### config.mk
export PLATFORM = sky130hd
export DESIGN_NAME = ext_irq_ctrl
export DESIGN_NICKNAME = d
export VERILOG_FILES = /design/src/rtl/irq_pkg.sv /design/src/rtl/irq_sync.sv /design/src/rtl/irq_detect.sv /design/src/rtl/irq_regs.sv /design/src/rtl/ext_irq_ctrl.sv
export SDC_FILE = /design/constraint.sdc
export NUM_CORES = 1
export LEC_CHECK = 0
export CORE_MARGIN = 8
export CORE_UTILIZATION = 42
export CTS_CLUSTER_DIAMETER = 150
export DETAILED_ROUTE_END_ITERATION = 8
export PLACE_DENSITY = 0.77
export SLEW_MARGIN = 10
export SYNTH_ARGS = -nofsm -noshare
export SYNTH_HDL_FRONTEND = slang
export SYNTH_HIERARCHICAL = 1
export SYNTH_SLANG_ARGS = --single-unit
### constraint.sdc
create_clock -name clk -period 2.9 [get_ports clk]
set_clock_uncertainty 0.2 [all_clocks]
set_input_delay 0.725 -clock clk [delete_from_list [all_inputs] [get_ports clk]]
set_output_delay 0.725 -clock clk [all_outputs]
set_load 0.03 [all_outputs]
### src/rtl/irq_pkg.sv
package irq_pkg;
  localparam int REG_W   = 8;
  localparam int B_PDD   = 6;
  localparam int B_POL   = 5;
  localparam int B_PE    = 4;
  localparam int B_FLAG  = 3;
  localparam int B_ACK   = 2;
  localparam int B_IE    = 1;
  localparam int B_MODE  = 0;

  typedef struct packed {
    logic pdd;
    logic pol;
    logic pe;
    logic ie;
    logic mode;
  } ctrl_t;
endpackage

### src/rtl/irq_sync.sv
module irq_sync #(
  parameter int STAGES = 2
) (
  input  logic clk,
  input  logic rst,
  input  logic d_in,
  output logic q_out
);
  logic [STAGES-1:0] chain_q;

  generate
    for (genvar i = 0; i < STAGES; i++) begin : g_stage
      if (i == 0) begin : g_first
        always_ff @(posedge clk) begin
          if (rst) chain_q[0] <= 1'b0;
          else     chain_q[0] <= d_in;
        end
      end else begin : g_next
        always_ff @(posedge clk) begin
          if (rst) chain_q[i] <= 1'b0;
          else     chain_q[i] <= chain_q[i-1];
        end
      end
    end
  endgenerate

  assign q_out = chain_q[STAGES-1];
endmodule

### src/rtl/irq_detect.sv
module irq_detect (
  input  logic clk,
  input  logic rst,
  input  logic sync_q,
  input  logic pe,
  input  logic pol,
  input  logic mode,
  output logic set_evt,
  output logic lvl_active
);
  logic prev_q;
  logic edge_evt;

  always_ff @(posedge clk) begin
    if (rst) prev_q <= 1'b0;
    else     prev_q <= sync_q;
  end

  always_comb begin
    lvl_active = (sync_q == pol);
    edge_evt   = (sync_q != prev_q) && lvl_active;
    set_evt    = pe && (edge_evt || (mode && lvl_active));
  end


  wrong_dir_chk: assert property (@(posedge clk) disable iff (rst)
    (!mode && (sync_q != pol)) |-> !set_evt);
endmodule

### src/rtl/irq_regs.sv
module irq_regs
  import irq_pkg::*;
#(
  parameter int DW = REG_W
) (
  input  logic          clk,
  input  logic          rst,
  input  logic          wr_en,
  input  logic [DW-1:0] wr_data,
  input  logic          set_evt,
  input  logic          lvl_active,
  output ctrl_t         ctrl,
  output logic [DW-1:0] rd_data,
  output logic          irq_o,
  output logic          pull_en_o,
  output logic          pull_down_o
);
  logic flag_q;
  logic ack;
  logic unused_wr;

  assign ack       = wr_en && wr_data[B_ACK];
  assign unused_wr = ^{wr_data[DW-1], wr_data[B_FLAG]};

  always_ff @(posedge clk) begin
    if (rst) begin
      ctrl <= '0;
    end else if (wr_en) begin
      ctrl.pdd  <= wr_data[B_PDD];
      ctrl.pol  <= wr_data[B_POL];
      ctrl.pe   <= wr_data[B_PE];
      ctrl.ie   <= wr_data[B_IE];
      ctrl.mode <= wr_data[B_MODE];
    end
  end

  always_ff @(posedge clk) begin
    if (rst)          flag_q <= 1'b0;
    else if (set_evt) flag_q <= 1'b1;
    else if (ack)     flag_q <= 1'b0;
  end

  always_ff @(posedge clk) begin
    if (rst) begin
      rd_data     <= '0;
      pull_en_o   <= 1'b0;
      pull_down_o <= 1'b0;
    end else begin
      rd_data         <= '0;
      rd_data[B_PDD]  <= ctrl.pdd;
      rd_data[B_POL]  <= ctrl.pol;
      rd_data[B_PE]   <= ctrl.pe;
      rd_data[B_FLAG] <= flag_q;
      rd_data[B_IE]   <= ctrl.ie;
      rd_data[B_MODE] <= ctrl.mode;
      pull_en_o       <= ctrl.pe && !ctrl.pdd;
      pull_down_o     <= ctrl.pol;
    end
  end

  assign irq_o = flag_q && ctrl.ie;


  ack_clears_chk: assert property (@(posedge clk) disable iff (rst)
    (ack && !set_evt) |=> !flag_q);

  set_wins_chk: assert property (@(posedge clk) disable iff (rst)
    set_evt |=> flag_q);

  level_hold_chk: assert property (@(posedge clk) disable iff (rst)
    (ctrl.pe && ctrl.mode && lvl_active) |=> flag_q);

  disabled_chk: assert property (@(posedge clk) disable iff (rst)
    (!ctrl.pe && !flag_q) |=> !flag_q);

  pull_chk: assert property (@(posedge clk) disable iff (rst)
    pull_en_o |-> ($past(ctrl.pe) && !$past(ctrl.pdd)));
endmodule

### src/rtl/ext_irq_ctrl.sv
module ext_irq_ctrl
  import irq_pkg::*;
#(
  parameter int SYNC_STAGES = 2,
  parameter int DW          = REG_W
) (
  input  logic          clk,
  input  logic          rst,
  input  logic          pin_in,
  input  logic          wr_en,
  input  logic [DW-1:0] wr_data,
  output logic [DW-1:0] rd_data,
  output logic          irq_o,
  output logic          pull_en_o,
  output logic          pull_down_o
);
  logic  pin_s;
  logic  set_evt;
  logic  lvl_active;
  ctrl_t ctrl;

  irq_sync #(.STAGES(SYNC_STAGES)) u_sync (
    .clk   (clk),
    .rst   (rst),
    .d_in  (pin_in),
    .q_out (pin_s)
  );

  irq_detect u_det (
    .clk        (clk),
    .rst        (rst),
    .sync_q     (pin_s),
    .pe         (ctrl.pe),
    .pol        (ctrl.pol),
    .mode       (ctrl.mode),
    .set_evt    (set_evt),
    .lvl_active (lvl_active)
  );

  irq_regs #(.DW(DW)) u_regs (
    .clk         (clk),
    .rst         (rst),
    .wr_en       (wr_en),
    .wr_data     (wr_data),
    .set_evt     (set_evt),
    .lvl_active  (lvl_active),
    .ctrl        (ctrl),
    .rd_data     (rd_data),
    .irq_o       (irq_o),
    .pull_en_o   (pull_en_o),
    .pull_down_o (pull_down_o)
  );
endmodule

==> run_summary.xml, run 1 <==
<?xml version="1.0" encoding="UTF-8"?>
<metrics>
  <group name="status">
    <metric name="status" unit="">finished clean</metric>
  </group>
  <group name="global_routing">
    <metric name="grt_first_pass_wirelength" unit="um">1300</metric>
    <metric name="grt_use_met3" unit="">0.0341</metric>
    <metric name="gr-max-usage-layer" unit="">met2</metric>
    <metric name="overflow" unit="">0</metric>
    <metric name="globalRouteMet1Util" unit="">0.0714</metric>
    <metric name="grt_pass1_vias" unit="">313</metric>
    <metric name="grt.met2_usage" unit="">0.0870</metric>
    <metric name="grt_use_total" unit="">0.0639</metric>
    <metric name="grt_antenna_before_repair" unit="">0</metric>
    <metric name="grt_max_degree" unit="">16</metric>
  </group>
  <group name="worst_setup_path">
    <metric name="critPathKind" unit="">register to output pin</metric>
    <metric name="maximum_cell_stage_delay_along_the_critical_path" unit="ns">0.66</metric>
    <metric name="worst-endpoint-arrival" unit="ns">1.42</metric>
    <metric name="worst_r2r_startpoint" unit="">u_regs/ctrl[0]</metric>
    <metric name="crit_buf_inv" unit="">1</metric>
    <metric name="timing.critical_path.max_delay_family" unit="">buffers and inverters</metric>
    <metric name="worst-r2r-cell-count" unit="">5</metric>
    <metric name="worst_setup_path_end_kind" unit="">output pin</metric>
    <metric name="critical_path.cell_chain" unit="">and2_1 &gt; clkdlybuf4s50_1</metric>
    <metric name="crit_required" unit="ns">1.98</metric>
    <metric name="regToRegEndpoint" unit="">u_regs/flag_q</metric>
    <metric name="r2r_slack" unit="ns">1.64</metric>
    <metric name="crit_fanout" unit="">3</metric>
    <metric name="worst_setup_path_start_kind" unit="">register</metric>
    <metric name="cpMaxStageDelayCell" unit="">clkdlybuf4s50_1</metric>
  </group>
  <group name="timing">
    <metric name="min_period" unit="ns">2.35</metric>
    <metric name="grt_setup_unrepaired" unit="">no</metric>
    <metric name="layout_worst_path_cycle_share" unit="">0.809</metric>
    <metric name="report.final.hold_viol_count" unit="">0</metric>
    <metric name="timing.max_slew.rel_slack" unit="">0.658</metric>
    <metric name="worst-slew-pin-transition" unit="ns">0.511</metric>
    <metric name="final_max_slew_viol_count" unit="">0</metric>
    <metric name="fin_setup_tns" unit="ns">0</metric>
    <metric name="final-setup-viol-count" unit="">0</metric>
    <metric name="fmax" unit="GHz">0.426</metric>
    <metric name="final.hold.worst_slack" unit="ns">0.241</metric>
  </group>
  <group name="hold_path">
    <metric name="hold_path.class" unit="">register to register</metric>
    <metric name="timing.hold.worst_endpoint" unit="">u_regs/pull_en_o</metric>
    <metric name="whs_path_depth" unit="">1</metric>
    <metric name="worstHoldStart" unit="">u_regs/ctrl[4]</metric>
  </group>
  <group name="pwr">
    <metric name="fin_total_pwr" unit="uW">430</metric>
    <metric name="power.density_cell_area" unit="nW/um^2">573</metric>
    <metric name="max-vdd-ir-drop" unit="uV">317</metric>
    <metric name="internal_power" unit="uW">331</metric>
    <metric name="power.share.switching" unit="">0.231</metric>
    <metric name="reported_net_switching_power" unit="uW">99.4</metric>
    <metric name="power_frac_comb" unit="">0.112</metric>
    <metric name="seq_power_share" unit="">0.544</metric>
    <metric name="p_leak" unit="uW">0.000297</metric>
    <metric name="clock_power_share" unit="">0.344</metric>
  </group>
  <group name="synthesis">
    <metric name="post_synth_instance_area" unit="um^2">553</metric>
    <metric name="syn-instance-count" unit="">51</metric>
    <metric name="synth_area_per_cell" unit="um^2">10.8</metric>
    <metric name="synth.yosys.warnings" unit="">6</metric>
  </group>
  <group name="place">
    <metric name="dpl_cell_area" unit="um^2">714</metric>
    <metric name="globalplace.congestion" unit="">0.688</metric>
    <metric name="place.port_buffers" unit="">18</metric>
    <metric name="dp.final_hpwl" unit="um">653</metric>
  </group>
  <group name="route">
    <metric name="drtIter0Drc" unit="">1</metric>
    <metric name="detail_route.wl_per_cell" unit="um">10.5</metric>
    <metric name="drt.antenna.violating_nets" unit="">0</metric>
    <metric name="via_count" unit="">373</metric>
    <metric name="remaining_drc_errors" unit="">0</metric>
    <metric name="wl" unit="um">883</metric>
    <metric name="number_of_iterations_in_the_first_detailed_routing_pass" unit="">2</metric>
    <metric name="vias_per_cell" unit="">4.44</metric>
  </group>
  <group name="final_layout">
    <metric name="total_number_of_nets_in_the_final_design" unit="">82</metric>
    <metric name="sequential_cell_area" unit="um^2">320</metric>
    <metric name="antenna_cell_count" unit="">0</metric>
    <metric name="flow.area_growth_from_synthesis" unit="%">35.7</metric>
    <metric name="layout-drive-gt1-share" unit="">0.0725</metric>
    <metric name="final_cell_area" unit="um^2">751</metric>
    <metric name="mostFrequentLayoutCell" unit="">clkdlybuf4s50_1</metric>
    <metric name="mostFrequentLayoutCells" unit="">clkdlybuf4s50_1, dfxtp_1, nor2b_1</metric>
    <metric name="multi_input_comb_area" unit="um^2">191</metric>
    <metric name="final_core_utilization" unit="">0.592</metric>
    <metric name="filler_cell_count" unit="">117</metric>
  </group>
  <group name="die">
    <metric name="die_height" unit="um">52.3</metric>
    <metric name="core_area" unit="um^2">1270</metric>
    <metric name="floorplan.rows" unit="">13</metric>
    <metric name="floorplan.die_area" unit="um^2">2730</metric>
    <metric name="fp.dieW" unit="um">52.3</metric>
    <metric name="initial_cell_density_of_the_core" unit="">0.436</metric>
    <metric name="io_pins" unit="">23</metric>
  </group>
  <group name="cts">
    <metric name="cts_post_setup_buffers_inserted" unit="">0</metric>
    <metric name="cts.hold.buffers_added" unit="">0</metric>
    <metric name="cts_buffers" unit="">3</metric>
    <metric name="clk-insertion-delay-late" unit="ns">0.29</metric>
    <metric name="cts_resized" unit="">0</metric>
    <metric name="cts.clk_slew.worst_paths" unit="ns">0.09</metric>
    <metric name="clock-root-buffer" unit="">clkbuf_4</metric>
    <metric name="ctsLongestPathBuffers" unit="">2</metric>
    <metric name="cts_num_sinks" unit="">16</metric>
    <metric name="htree_num_levels" unit="">1</metric>
    <metric name="cts_tree" unit="">built</metric>
  </group>
  <group name="job">
    <metric name="max_cap_viol_count" unit="">0</metric>
  </group>
</metrics>
[worst max path at each step]
stage / from / end / slack (ns) / depth (start not counted)
floorplan: u_regs/rd_data[5] / rd_data[5] / 1.28 / 1
global placement: rst / u_regs/pull_en_o / 0.80 / 3
detailed placement: rst / u_regs/pull_en_o / 0.79 / 3
CTS: u_regs/ctrl[1] / irq_o / 0.53 / 2
global route: u_regs/ctrl[1] / irq_o / 0.51 / 2
finish: u_regs/ctrl[1] / irq_o / 0.55 / 2
[layout make-up]
class | count | share of cell area
Tap cell | 15 | 0.0250
Sequential cell | 16 | 0.427
Multi-Input combinational cell | 30 | 0.255
Clock buffer | 4 | 0.0483
Timing Repair Buffer | 18 | 0.240
Inverter | 1 | 0.00500
[state kept, by name, indices dropped and copies added, names as in the netlist]
name,count
u_sync/q_out,1
u_regs/ctrl,5
u_sync/chain_q,1
u_regs/pull_en_o,1
u_regs/rd_data,6
u_det/prev_q,1
u_regs/flag_q,1
[routing by layer]
layer	part of all wire	wire [um]
met1	0.48	422
met2	0.38	337
met3	0.12	106
met4	0.019	17
met5	0	0
[metrics by stage]
stage / std cells / setup WS [ns]
4_1_cts: 84 / 0.534
3_5_place_dp: 80 / 0.785
2_1_floorplan: 52 / 1.28
6_report: 84 / 0.554
3_3_place_gp: 80 / 0.799
5_1_grt: 84 / 0.507
[power by group through the flow]
| stage | Clock [uW] | Combinational (uW) | Sequential [uW] |
|---|---|---|---|
| after CTS | 151 | 48.7 | 234 |
| after global placement | 0 | 48.2 | 238 |
| after global routing | 161 | 51.2 | 235 |
| after detailed placement | 0 | 48.6 | 239 |
| final | 148 | 48.3 | 234 |
| after floorplan | 0 | 24.5 | 245 |
Note: power is estimated with default switching activity, not from simulation.
==> run 2, diff against run 1 <==
--- a/config.mk
+++ b/config.mk
@@ -6,10 +6,10 @@
 export NUM_CORES = 1
 export LEC_CHECK = 0
 export CORE_MARGIN = 8
-export CORE_UTILIZATION = 42
+export CORE_UTILIZATION = 36
 export CTS_CLUSTER_DIAMETER = 150
 export DETAILED_ROUTE_END_ITERATION = 8
-export PLACE_DENSITY = 0.77
+export PLACE_DENSITY = 0.7
 export SLEW_MARGIN = 10
 export SYNTH_ARGS = -nofsm -noshare
 export SYNTH_HDL_FRONTEND = slang
==> constraint.sdc (replaced) <==
create_clock -name clk -period 1.94 [get_ports clk]
set_clock_uncertainty 0.2 [all_clocks]
set_input_delay 0.485 -clock clk [delete_from_list [all_inputs] [get_ports clk]]
set_output_delay 0.485 -clock clk [all_outputs]
set_load 0.03 [all_outputs]
==> run_summary.xml, run 2 (synthesized netlist as in run 1, its figures left out) <==
<?xml version="1.0" encoding="UTF-8"?>
<metrics>
  <group name="worst_setup_path">
    <metric name="worst_setup_path_start_kind" unit="">register</metric>
    <metric name="critical_path.cell_chain" unit="">and2_1 &gt; dlygate4sd2_1</metric>
    <metric name="worst-endpoint-arrival" unit="ns">1.14</metric>
    <metric name="crit_fanout" unit="">3</metric>
    <metric name="crit_required" unit="ns">1.25</metric>
    <metric name="worst_setup_path_end_kind" unit="">output pin</metric>
    <metric name="cpMaxStageDelayCell" unit="">dlygate4sd2_1</metric>
    <metric name="maximum_cell_stage_delay_along_the_critical_path" unit="ns">0.39</metric>
    <metric name="timing.critical_path.max_delay_family" unit="">buffers and inverters</metric>
    <metric name="critPathKind" unit="">register to output pin</metric>
    <metric name="crit_buf_inv" unit="">1</metric>
  </group>
  <group name="die">
    <metric name="floorplan.rows" unit="">14</metric>
    <metric name="initial_cell_density_of_the_core" unit="">0.376</metric>
    <metric name="core_area" unit="um^2">1470</metric>
    <metric name="die_height" unit="um">55.2</metric>
    <metric name="io_pins" unit="">23</metric>
    <metric name="floorplan.die_area" unit="um^2">3050</metric>
    <metric name="fp.dieW" unit="um">55.2</metric>
  </group>
  <group name="route">
    <metric name="number_of_iterations_in_the_first_detailed_routing_pass" unit="">4</metric>
    <metric name="drt.antenna.violating_nets" unit="">0</metric>
    <metric name="drtIter0Drc" unit="">9</metric>
    <metric name="vias_per_cell" unit="">4.41</metric>
    <metric name="remaining_drc_errors" unit="">0</metric>
    <metric name="detail_route.wl_per_cell" unit="um">10.9</metric>
    <metric name="via_count" unit="">379</metric>
    <metric name="wl" unit="um">935</metric>
  </group>
  <group name="global_routing">
    <metric name="grt_use_total" unit="">0.0661</metric>
    <metric name="grt_pass1_vias" unit="">339</metric>
    <metric name="grt_max_degree" unit="">16</metric>
    <metric name="grt_first_pass_wirelength" unit="um">1400</metric>
    <metric name="overflow" unit="">0</metric>
    <metric name="grt_antenna_before_repair" unit="">0</metric>
  </group>
  <group name="cts">
    <metric name="ctsLongestPathBuffers" unit="">2</metric>
    <metric name="htree_num_levels" unit="">1</metric>
    <metric name="cts.clk_slew.worst_paths" unit="ns">0.09</metric>
    <metric name="clock-root-buffer" unit="">clkbuf_4</metric>
    <metric name="cts_resized" unit="">9</metric>
    <metric name="cts.hold.buffers_added" unit="">0</metric>
    <metric name="cts_tree" unit="">built</metric>
    <metric name="clk-insertion-delay-late" unit="ns">0.28</metric>
    <metric name="cts_post_setup_buffers_inserted" unit="">0</metric>
    <metric name="cts_num_sinks" unit="">16</metric>
    <metric name="cts_buffers" unit="">3</metric>
  </group>
  <group name="final_layout">
    <metric name="mostFrequentLayoutCells" unit="">dfxtp_1, nor2b_1, clkdlybuf4s50_1, dlygate4sd2_1, nor2_1</metric>
    <metric name="layout-drive-gt1-share" unit="">0.0857</metric>
    <metric name="max_ffs_per_register" unit="">6</metric>
    <metric name="antenna_cell_count" unit="">0</metric>
    <metric name="mostFrequentLayoutCell" unit="">dfxtp_1</metric>
    <metric name="total_number_of_nets_in_the_final_design" unit="">83</metric>
    <metric name="largestRegisters" unit="">u_regs/rd_data (6), u_regs/ctrl (5)</metric>
    <metric name="regMostFlops" unit="">u_regs/rd_data</metric>
    <metric name="flow.area_growth_from_synthesis" unit="%">35.3</metric>
  </group>
  <group name="job">
    <metric name="max_cap_viol_count" unit="">0</metric>
  </group>
  <group name="pwr">
    <metric name="power_frac_comb" unit="">0.111</metric>
    <metric name="clock_power_share" unit="">0.339</metric>
    <metric name="max-vdd-ir-drop" unit="uV">364</metric>
    <metric name="power.share.switching" unit="">0.224</metric>
    <metric name="power.density_cell_area" unit="nW/um^2">846</metric>
    <metric name="seq_power_share" unit="">0.551</metric>
    <metric name="internal_power" unit="uW">491</metric>
    <metric name="p_leak" unit="uW">0.000342</metric>
    <metric name="reported_net_switching_power" unit="uW">142</metric>
  </group>
  <group name="timing">
    <metric name="final-setup-viol-count" unit="">0</metric>
    <metric name="final_max_slew_viol_count" unit="">0</metric>
    <metric name="min_period" unit="ns">1.83</metric>
    <metric name="setup_slack" unit="ns">0.114</metric>
    <metric name="fin_setup_tns" unit="ns">0</metric>
    <metric name="layout_worst_path_cycle_share" unit="">0.941</metric>
    <metric name="final.hold.worst_slack" unit="ns">0.236</metric>
    <metric name="report.final.hold_viol_count" unit="">0</metric>
    <metric name="grt_setup_unrepaired" unit="">no</metric>
    <metric name="fmax" unit="GHz">0.548</metric>
  </group>
  <group name="status">
    <metric name="status" unit="">finished clean</metric>
  </group>
  <group name="place">
    <metric name="pre_cts_slack" unit="ns">0.142</metric>
    <metric name="place.port_buffers" unit="">18</metric>
    <metric name="globalplace.congestion" unit="">0.653</metric>
  </group>
  <group name="hold_path">
    <metric name="hold_path.class" unit="">register to register</metric>
  </group>
</metrics>
## run 2: cell type report
cell class              instances  area (um^2)
clock buffers                   4         36.3
fillers                       153          723
inverters                       1         3.75
multi-input cells              30          191
flip-flops and latches         16          320
well taps                      16         20.0
repair buffers                 19          176
## run 2: final timing paths
check | from | to | slack (ns) | cells after the start
min reg2reg | u_regs/ctrl[4] | u_regs/pull_en_o | 0.24 | 1
max reg2reg | u_regs/ctrl[0] | u_regs/flag_q | 0.70 | 5
max | u_regs/ctrl[1] | irq_o | 0.11 | 2
min | u_regs/ctrl[4] | u_regs/pull_en_o | 0.24 | 1
## run 2: per-stage QoR
step	utilization	std cells	instance area [um^2]	total power, uW
2_1_floorplan	-	52	557	402
3_3_place_gp	0.491	82	723	430
3_5_place_dp	0.491	82	723	432
4_1_cts	0.509	86	748	641
5_1_grt	0.509	86	748	660
6_report	0.509	86	748	633
## run 2: layer usage
layer  vias up  track usage  share of wire
li1        194            -              -
met1       166       0.0679           0.39
met2        17       0.0989           0.46
met3         2       0.0214           0.13
met4         0       0.0720          0.020
met5         -            0              0
## run 2: worst reg2reg max path: stages, from the launching register on
cell and delay, ns:
dfxtp_1 0.37, nand2b_1 0.11, nand3_1 0.07, a21boi_1 0.17, inv_1 0.07, a311oi_2 0.17
## run 2: power by group through the flow
stage / logic (uW) / registers [uW] / clock network, uW
2_1_floorplan: 36.7 / 365 / 0
3_3_place_gp: 74.1 / 356 / 0
3_5_place_dp: 74.8 / 357 / 0
4_1_cts: 71.0 / 349 / 222
5_1_grt: 75.9 / 351 / 233
6_report: 70.1 / 349 / 214
